[src/rtl/spih_pkg.sv]
package spih_pkg;
   localparam int REG_W   = 32;
   localparam int F_START = 0;
   localparam int F_POL   = 1;
   localparam int F_RDEN  = 3;
   localparam int F_RATE  = 4;
   localparam int F_LEN   = 16;
   localparam int F_CS    = 23;
   localparam int F_BUSY  = 31;
   localparam int RATE_FW = 6;
   localparam int LEN_FW  = 7;
   localparam int CS_FW   = 2;
   localparam int A_CTL   = 0;
   localparam int A_TXD   = 1;
   localparam int A_RXD   = 2;

   typedef enum logic [1:0] {PH_IDLE, PH_LEAD, PH_SHIFT, PH_TAIL} phase_t;

   typedef struct packed {
      logic [CS_FW-1:0]   cs;
      logic [LEN_FW-1:0]  len;
      logic [RATE_FW-1:0] rate;
      logic               rden;
      logic               pol;
   } cfg_t;
endpackage

[src/rtl/spih_clkgen.sv]
module spih_clkgen
   import spih_pkg::*;
(
   input  logic               clk,
   input  logic               rst_n,
   input  logic               run,
   input  logic [RATE_FW-1:0] rate,
   output logic               tick
);
   localparam int CNT_W = RATE_FW + 1;

   logic [CNT_W-1:0] cnt_q;
   logic [CNT_W-1:0] last;

   // half period of 2*(rate+1) cycles ends at count 2*rate+1
   assign last = {rate, 1'b1};
   assign tick = run && (cnt_q == last);

   always_ff @(posedge clk or negedge rst_n) begin
      if (!rst_n)
         cnt_q <= '0;
      else if (!run || tick)
         cnt_q <= '0;
      else
         cnt_q <= cnt_q + 1'b1;
   end
endmodule

[src/rtl/spih_regs.sv]
module spih_regs
   import spih_pkg::*;
#(
   parameter int ADDR_W  = 2,
   parameter int MIN_LEN = 4,
   parameter int MAX_LEN = 32
) (
   input  logic              clk,
   input  logic              rst_n,
   input  logic              bus_wr,
   input  logic [ADDR_W-1:0] bus_addr,
   input  logic [REG_W-1:0]  bus_wdata,
   input  logic              eng_active,
   input  logic [REG_W-1:0]  rx_word,
   output cfg_t              cfg,
   output logic [REG_W-1:0]  tx_word,
   output logic              start_req,
   output logic              busy_all,
   output logic [REG_W-1:0]  bus_rdata
);
   logic              sel_ctl, sel_txd, sel_rxd;
   logic              wr_ctl, wr_txd, len_ok;
   logic [LEN_FW-1:0] new_len;
   logic [REG_W-1:0]  ctl_view;

   assign sel_ctl  = (bus_addr == ADDR_W'(A_CTL));
   assign sel_txd  = (bus_addr == ADDR_W'(A_TXD));
   assign sel_rxd  = (bus_addr == ADDR_W'(A_RXD));
   assign busy_all = start_req | eng_active;
   assign wr_ctl   = bus_wr && sel_ctl && !busy_all;
   assign wr_txd   = bus_wr && sel_txd && !busy_all;
   assign new_len  = bus_wdata[F_LEN +: LEN_FW];
   assign len_ok   = (new_len >= LEN_FW'(MIN_LEN)) && (new_len <= LEN_FW'(MAX_LEN));

   always_ff @(posedge clk or negedge rst_n) begin
      if (!rst_n) begin
         cfg       <= '0;
         tx_word   <= '0;
         start_req <= 1'b0;
      end else begin
         start_req <= wr_ctl && bus_wdata[F_START] && len_ok;
         if (wr_ctl) begin
            cfg.pol  <= bus_wdata[F_POL];
            cfg.rden <= bus_wdata[F_RDEN];
            cfg.rate <= bus_wdata[F_RATE +: RATE_FW];
            cfg.len  <= new_len;
            cfg.cs   <= bus_wdata[F_CS +: CS_FW];
         end
         if (wr_txd)
            tx_word <= bus_wdata;
      end
   end

   always_comb begin
      ctl_view                     = '0;
      ctl_view[F_START]            = start_req;
      ctl_view[F_POL]              = cfg.pol;
      ctl_view[F_RDEN]             = cfg.rden;
      ctl_view[F_RATE +: RATE_FW]  = cfg.rate;
      ctl_view[F_LEN +: LEN_FW]    = cfg.len;
      ctl_view[F_CS +: CS_FW]      = cfg.cs;
      ctl_view[F_BUSY]             = busy_all;
   end

   always_comb begin
      if (sel_ctl)
         bus_rdata = ctl_view;
      else if (sel_txd)
         bus_rdata = tx_word;
      else if (sel_rxd)
         bus_rdata = rx_word;
      else
         bus_rdata = '0;
   end
endmodule

[src/rtl/spih_engine.sv]
module spih_engine
   import spih_pkg::*;
#(
   parameter int CS_NUM = 4
) (
   input  logic              clk,
   input  logic              rst_n,
   input  logic              go,
   input  logic              tick,
   input  logic              pol,
   input  logic              rden,
   input  logic [LEN_FW-1:0] len,
   input  logic [CS_FW-1:0]  cs_idx,
   input  logic [REG_W-1:0]  tx_word,
   input  logic              miso,
   output logic              active,
   output logic              sclk,
   output logic              mosi,
   output logic [CS_NUM-1:0] cs_n,
   output logic [REG_W-1:0]  rx_word
);
   phase_t           ph;
   logic [7:0]       edge_q;
   logic [7:0]       lim;
   logic [REG_W-1:0] sh_q, rx_q;
   logic             sclk_q, mosi_q;
   logic             launch, finish;

   assign lim     = {len, 1'b0} - 8'd1;
   assign launch  = (ph == PH_IDLE) && go;
   assign finish  = (ph == PH_TAIL) && tick;
   assign active  = (ph != PH_IDLE);
   assign sclk    = sclk_q;
   assign mosi    = mosi_q;
   assign rx_word = rx_q;

   always_ff @(posedge clk or negedge rst_n) begin
      if (!rst_n) begin
         ph     <= PH_IDLE;
         edge_q <= '0;
         sh_q   <= '0;
         rx_q   <= '0;
         sclk_q <= 1'b0;
         mosi_q <= 1'b0;
      end else begin
         unique case (ph)
            PH_IDLE: begin
               sclk_q <= pol;
               if (go) begin
                  ph     <= PH_LEAD;
                  sh_q   <= tx_word;
                  edge_q <= '0;
                  if (rden)
                     rx_q <= '0;
               end
            end
            PH_LEAD: begin
               if (tick) begin
                  ph     <= PH_SHIFT;
                  sclk_q <= ~sclk_q;
                  mosi_q <= sh_q[REG_W-1];
                  sh_q   <= {sh_q[REG_W-2:0], 1'b1};
                  edge_q <= 8'd1;
               end
            end
            PH_SHIFT: begin
               if (tick) begin
                  sclk_q <= ~sclk_q;
                  if (edge_q[0]) begin
                     if (rden)
                        rx_q <= {rx_q[REG_W-2:0], miso};
                     if (edge_q == lim)
                        ph <= PH_TAIL;
                     else
                        edge_q <= edge_q + 8'd1;
                  end else begin
                     mosi_q <= sh_q[REG_W-1];
                     sh_q   <= {sh_q[REG_W-2:0], 1'b1};
                     edge_q <= edge_q + 8'd1;
                  end
               end
            end
            PH_TAIL: begin
               if (tick)
                  ph <= PH_IDLE;
            end
            default: ph <= PH_IDLE;
         endcase
      end
   end

   for (genvar i = 0; i < CS_NUM; i++) begin : g_cs
      logic cs_bit;
      always_ff @(posedge clk or negedge rst_n) begin
         if (!rst_n)
            cs_bit <= 1'b1;
         else if (launch)
            cs_bit <= (cs_idx != CS_FW'(i));
         else if (finish)
            cs_bit <= 1'b1;
      end
      assign cs_n[i] = cs_bit;
   end
endmodule

[src/rtl/spi_host_ctl.sv]
module spi_host_ctl
   import spih_pkg::*;
#(
   parameter int ADDR_W  = 2,
   parameter int CS_NUM  = 4,
   parameter int MIN_LEN = 4,
   parameter int MAX_LEN = 32
) (
   input  logic              clk,
   input  logic              rst_n,
   input  logic              bus_wr,
   input  logic [ADDR_W-1:0] bus_addr,
   input  logic [31:0]       bus_wdata,
   output logic [31:0]       bus_rdata,
   output logic              spi_sclk,
   output logic              spi_mosi,
   input  logic              spi_miso,
   output logic [CS_NUM-1:0] spi_cs_n
);
   if (ADDR_W < 2) begin : g_bad_addr
      $error("ADDR_W must cover three registers");
   end
   if (CS_NUM < 1 || CS_NUM > (1 << CS_FW)) begin : g_bad_cs
      $error("CS_NUM must be 1 to 4");
   end
   if (MIN_LEN < 1 || MAX_LEN > REG_W || MIN_LEN > MAX_LEN) begin : g_bad_len
      $error("frame length limits out of range");
   end

   cfg_t             cfg_q;
   logic [REG_W-1:0] tx_word, rx_word;
   logic             start_req, busy_all, eng_active, tick;

   spih_regs #(
      .ADDR_W (ADDR_W),
      .MIN_LEN(MIN_LEN),
      .MAX_LEN(MAX_LEN)
   ) u_regs (
      .clk       (clk),
      .rst_n     (rst_n),
      .bus_wr    (bus_wr),
      .bus_addr  (bus_addr),
      .bus_wdata (bus_wdata),
      .eng_active(eng_active),
      .rx_word   (rx_word),
      .cfg       (cfg_q),
      .tx_word   (tx_word),
      .start_req (start_req),
      .busy_all  (busy_all),
      .bus_rdata (bus_rdata)
   );

   spih_clkgen u_clkgen (
      .clk  (clk),
      .rst_n(rst_n),
      .run  (eng_active),
      .rate (cfg_q.rate),
      .tick (tick)
   );

   spih_engine #(
      .CS_NUM(CS_NUM)
   ) u_engine (
      .clk    (clk),
      .rst_n  (rst_n),
      .go     (start_req),
      .tick   (tick),
      .pol    (cfg_q.pol),
      .rden   (cfg_q.rden),
      .len    (cfg_q.len),
      .cs_idx (cfg_q.cs),
      .tx_word(tx_word),
      .miso   (spi_miso),
      .active (eng_active),
      .sclk   (spi_sclk),
      .mosi   (spi_mosi),
      .cs_n   (spi_cs_n),
      .rx_word(rx_word)
   );
endmodule

[config.mk]
export PLATFORM = sky130hd
export DESIGN_NAME = spi_host_ctl
export DESIGN_NICKNAME = d
export VERILOG_FILES = /design/src/rtl/spih_pkg.sv /design/src/rtl/spih_clkgen.sv /design/src/rtl/spih_regs.sv /design/src/rtl/spih_engine.sv /design/src/rtl/spi_host_ctl.sv
export SDC_FILE = /design/constraint.sdc
export NUM_CORES = 1
export LEC_CHECK = 0
export ABC_AREA = 1
export BUFFER_PORTS_ARGS = -buffer_cell sky130_fd_sc_hd__buf_2
export CAP_MARGIN = 25
export CORE_MARGIN = 5
export CORE_UTILIZATION = 55
export CTS_BUF_LIST = sky130_fd_sc_hd__clkbuf_4 sky130_fd_sc_hd__clkbuf_8
export CTS_CLUSTER_DIAMETER = 50
export CTS_CLUSTER_SIZE = 8
export DETAILED_ROUTE_END_ITERATION = 6
export GPL_TIMING_DRIVEN = 0
export PLACE_DENSITY_LB_ADDON = 0.15
export REMOVE_ABC_BUFFERS = 1
export SLEW_MARGIN = 5
export SYNTH_ARGS = -nofsm -noshare
export SYNTH_HDL_FRONTEND = slang
export SYNTH_SLANG_ARGS = --single-unit
[constraint.sdc]
create_clock -name clk -period 2 [get_ports clk]
set_input_delay 0.2 -clock clk [delete_from_list [all_inputs] [get_ports clk]]
set_output_delay 0.2 -clock clk [all_outputs]
set_load 0.05 [all_outputs]
Word level (Yosys, flattened, before mapping). Index checks and enable logic that the tools add are counted. W data, S select, Z words.

Output and inout port bits: 38. Word-level logic and storage cells: 116. Flip-flop bits (word level): 137. Input bits: 38.

Reduce and logical (&&, ||, !) cells: 30. $lt $le $gt $ge: 2. Equal/unequal tests: 21. $add $sub $neg: 3. Muxes and demuxes: 39. Bitwise gates (word level): 2.

Operator list (number): $mux W32 (12); $pmux W32 S3 (1); $pmux W32 S2 (1); $mux W8 (5); $pmux W8 S3 (1); $ne A2 B2 Y1 const B (9); $mux W2 (6); $reduce_and A6 Y1 (2); $reduce_bool A2 Y1 (6); $logic_and A1 B1 Y1 (10); $reduce_and A5 Y1 (2); $mux W1 (9); $add A8 B1 Y8 const B (1); $eq A8 B8 Y1 (1); $ne A2 B1 Y1 const B (4); $pmux W2 S4 (1); $reduce_and A4 Y1 (2); $sub A8 B1 Y8 const B (1); $add A7 B1 Y7 const B (1); $eq A7 B7 Y1 (1); $ge A7 B3 Y1 const B (1); $le A7 B6 Y1 const B (1); $mux W7 (1); $eq A2 B2 Y1 const B (3); 11 further kinds (15).

Longest topological paths before layout.
Depth in word-level cells: 6. Mapped depth: 14. Mapped depth without buffers: 14.

Modules after synthesis. From an unflattened synthesis, not the netlist that was laid out.

Cells, all modules: 917. Area total of the unflattened synthesis: 7063.0 sq um.

By module, submodules not included: spih_engine (instances 1, cells an instance 518, seq. area each 2006.9 sq um, area each 4167.7 sq um); spih_regs (instances 1, cells an instance 333, seq. area each 1251.2 sq um, area each 2448.6 sq um); spih_clkgen (instances 1, cells an instance 66, seq. area each 175.2 sq um, area each 446.7 sq um).

Worst setup path after synthesis. No wires, ideal clock.

Path kind: input-to-output. Start: input port bus_addr[1]. End: output port bus_rdata[12]. Slack: 130 ps. Stages on the path: 5. Path buffers: 1. Arrival: 1670 ps. Required time: 1800 ps. Cells stage by stage: inv_1 nor2_1 inv_1 clkbuf_1 o22ai_1.

Cells in the longest elaborated chain, start to end: 4. Elaborated cells on any way between the ends: 6. Classes of those cells: eq/ne: 2; mux: 3; reduce/logical: 1.

RTL lines: from (decl) (RTL line spi_host_ctl.sv:12) `input logic [ADDR_W-1:0] bus_addr,`; $eq A2 B2 Y1 (RTL line spih_regs.sv:28) `assign sel_rxd = (bus_addr == ADDR_W'(A_RXD));`; $mux W32 (RTL line spih_regs.sv:70) `else if (sel_rxd)`; $mux W32 (RTL line spih_regs.sv:68) `else if (sel_txd)`; $mux W32 (*) (RTL line spih_regs.sv:66) `if (sel_ctl)`; to (decl) (RTL line spi_host_ctl.sv:14) `output logic [31:0] bus_rdata,`.

Every way passes the cells marked *; elsewhere a longest branch is shown, timed or not.

Worst setup path in the final report.
Start: input port bus_addr[0]. End: output port bus_rdata[0].

Same word-level chain as after synthesis.

==> results_dict.tcl <==
set metrics [dict create \
    cpMostUsedCell "buf_2" \
    tightestPinTransition_ps 884 \
    drc_errors 0 \
    wl_microns 19600 \
    grt_usage 0.275 \
    fp.dieW_microns 122 \
    finalPower_uw 13900 \
    cp_slowest_cell "inv_2" \
    core_area_sq_um 12500 \
    critPathKind "in2out" \
    placed_cell_area_sq_um 7380 \
    grt_pass1_vias 6132 \
    cts_tree "built" \
    die_h_microns 122 \
    max-clock-path-buffers 2 \
    clock_latency_ps 460 \
    vdd_drop_max_mv 0.877 \
    gp_congestion 0.890 \
    status "finished, final reports clean" \
    syn_area_sq_um 6940 \
    yosys.cell_types.count 33 \
    numCtsBuffers 17 \
    synth-seq-cells 137 \
    post-route-period-util 0.987 \
    syn_to_final_growth_pct 24.5 \
    pwr-share-comb 0.519 \
    max_cap_viol_count 0 \
    drt-initial-drc-count 533 \
    nets 1008 \
    min_period_ps 1970 \
    dpl.hpwl_microns 10900 \
    min_path_type "in2reg" \
    clock_power_share 0.175 \
    worstPathRequired_ps 1800 \
    fin_util 0.691 \
    overflow 0 \
    drtPass1Iterations 5 \
    ys_seq_area_frac 0.494 \
    path_max_fanout 32 \
    antenna_found_initial 0 \
    fmax_mhz 507 \
    critPathMaxStageDelay_ps 400 \
    grt_first_pass_wirelength_microns 31800 \
    cts.clk_slew.worst_paths_ps 80 \
    io_buffers 75 \
    routedWlPerCell_microns 17.1 \
    nFillCells 1016 \
    cts.sink_count 137 \
    cts-htree-levels 4 \
    p_leak_uw 0.00409 \
    drive_above_1_share 0.243 \
    intPower_uw 7400 \
    power.switching_uw 6550 \
    stdcell_area_sq_um 8650 \
    vias 6221 \
    synth_top_area_cell "dfrtp_1" \
    relSlewSlack 0.410 \
    layout.area.seq_sq_um 3430 \
    synth_top_area_frac 0.479 \
    power_density_nw_per_um2 1610 \
    antenna_left 0 \
    dieArea_sq_um 15000 \
    path_cells "buf_2 -> inv_1 -> nor2_1 -> inv_2 -> o221ai_1 -> buf_2" \
    finalSetupViolations 0 \
    initial_core_util 0.555 \
    layout_setup_ws_ps 26.6 \
    root_buffer "clkbuf_8" \
    skew_ps 15.7 \
    multi_input_area_sq_um 3070 \
    grt_max_degree 74 \
    syn_area_per_cell_sq_um 8.21 \
    synth_warnings 0 \
    crit_path_start_kind "primary input" \
    dpl_worst_slack_ps -489 \
    ys_top_cells_by_area "dfrtp_1 48%, nand2_1 13%, o21ai_2 6.6%, inv_1 5.9%, o21ai_0 3.7%" \
    via_per_inst 5.42 \
    placementRows 41 \
    ios 76 \
    netlist_instances 846 \
    sw_frac_of_total 0.470 \
    finalHoldViolCount 0 \
    cp.arrival_ps 1770 \
    n_antenna_cell 0 \
    whs_ps 21.2 \
    critPathCaptureType "primary output" \
    slew_violations 0 \
    pwr-share-seq 0.306 \
]
==> synth_stat cells, drive strengths merged <==
cell and number:
o22ai 13, nor3 7, nand3 29, xor2 4, buf 25, dfrtp 133
xnor2 3, o21ai 154, o2111a 1, nand3b 1, clkinv 1, ha 7
a21boi 1, dfstp 4, clkbuf 15, o221ai 19, nor2 50, nor3b 2
a21oi 4, nand2 250, inv 122, o31ai 1
==> timing repair <==
item / in CTS / in global routing
buffers inserted: 14 / 4
hold buffers: 31 / 0
gates cloned: 9 / 1
pin swaps: 7 / 1
setup endpoints to repair: 132 / 124
resized for setup: 24 / 17
hold endpoints to repair: 102 / 0
==> cell families after synthesis <==
logic type	after synthesis	synth area share
AO/OA/AOI/OAI	193	0.183
XOR/XNOR	7	0.00883
adder cells (fa/ha/maj)	7	0.0126
buffers and inverters	163	0.100
flip-flops	137	0.494
AND/OR/NAND/NOR	339	0.201
==> metrics by stage <==
stage	TNS [ps]	instances
4_1_cts	-4.58	1143
3_5_place_dp	-37800	1057
6_report	0	1148
2_1_floorplan	-20140	806
3_3_place_gp	-237040	1053
5_1_grt	-156	1148
==> path summary, 6_finish.rpt <==
kind | startpoint | to | slack [ps] | depth (start not counted)
worst min register to register | u_engine.mosi$_DFFE_PN0P_ | u_engine.mosi$_DFFE_PN0P_ | 480 | 2
worst min-delay path | bus_wdata[2] | u_regs.tx_word[2]$_DFFE_PN0P_ | 20 | 3
worst max-delay path | bus_addr[0] | bus_rdata[0] | 30 | 6
min in group asynchronous | rst_n | u_clkgen.cnt_q[5]$_DFF_PN0_ | 310 | 2
worst max register to register | u_regs.cfg[7]$_DFFE_PN0P_ | u_engine.sh_q[2]$_DFFE_PN0P_ | 60 | 10
max in group asynchronous | rst_n | u_regs.cfg[9]$_DFFE_PN0P_ | 900 | 3
==> sequential cells by signal, indices dropped and copies added, names as in the netlist, 2 cells and up <==
name	flops
u_engine.ph	2
u_engine.g_cs.cs_bit	4
u_regs.cfg	17
u_regs.tx_word	32
u_engine.sh_q	32
u_clkgen.cnt_q	7
u_engine.rx_word	32
u_engine.edge_q	8
==> cells in the final DEF, fill, tap and decap left out, types with 5 or more instances in the layout <==
cell type        n
inv_2           13
clkbuf_8        18
nand2_1        246
o21ai_0         52
buf_12           9
o221ai_1        18
inv_1          105
buf_4           11
buf_2           73
o21ai_1         49
dfrtp_1        133
ha_1             5
nor3_1           7
nand3_4          8
dlygate4sd3_1   31
o22ai_1         13
o21ai_2         52
nor2_1          40
nand3_1         24
nor2_4           7
==> routing by layer <==
| layer | vias to the layer above | routed length (microns) | track usage |
|---|---|---|---|
| li1 | 2958 | - | - |
| met1 | 3015 | 8380 | 0.371 |
| met2 | 208 | 9570 | 0.443 |
| met3 | 40 | 1200 | 0.0567 |
| met4 | 0 | 501 | 0.0945 |
| met5 | - | 0 | 0 |
==> power by group through the flow <==
stage,combinational (uW),clock [uW],sequential (uW)
after global placement,5600,0,4270
after CTS,6810,2460,4250
after global routing,7890,2570,4370
after detailed placement,5790,0,4310
after floorplan,4310,0,4370
final,7240,2440,4270
==> worst max-delay path: cells and delay by family <==
family / cells / cell delay, ps
compound gates: 1 / 380
simple gates: 1 / 300
buf+inv: 4 / 880
==> layout make-up <==
type	instances	share of cell area
Clock buffer	19	0.0295
Clock inverter	13	0.0194
Inverter	123	0.0556
Multi-Input combinational cell	555	0.355
Sequential cell	137	0.397
Tap cell	172	0.0249
Timing Repair Buffer	129	0.119
No activity file was read; power rests on OpenSTA's default activity.
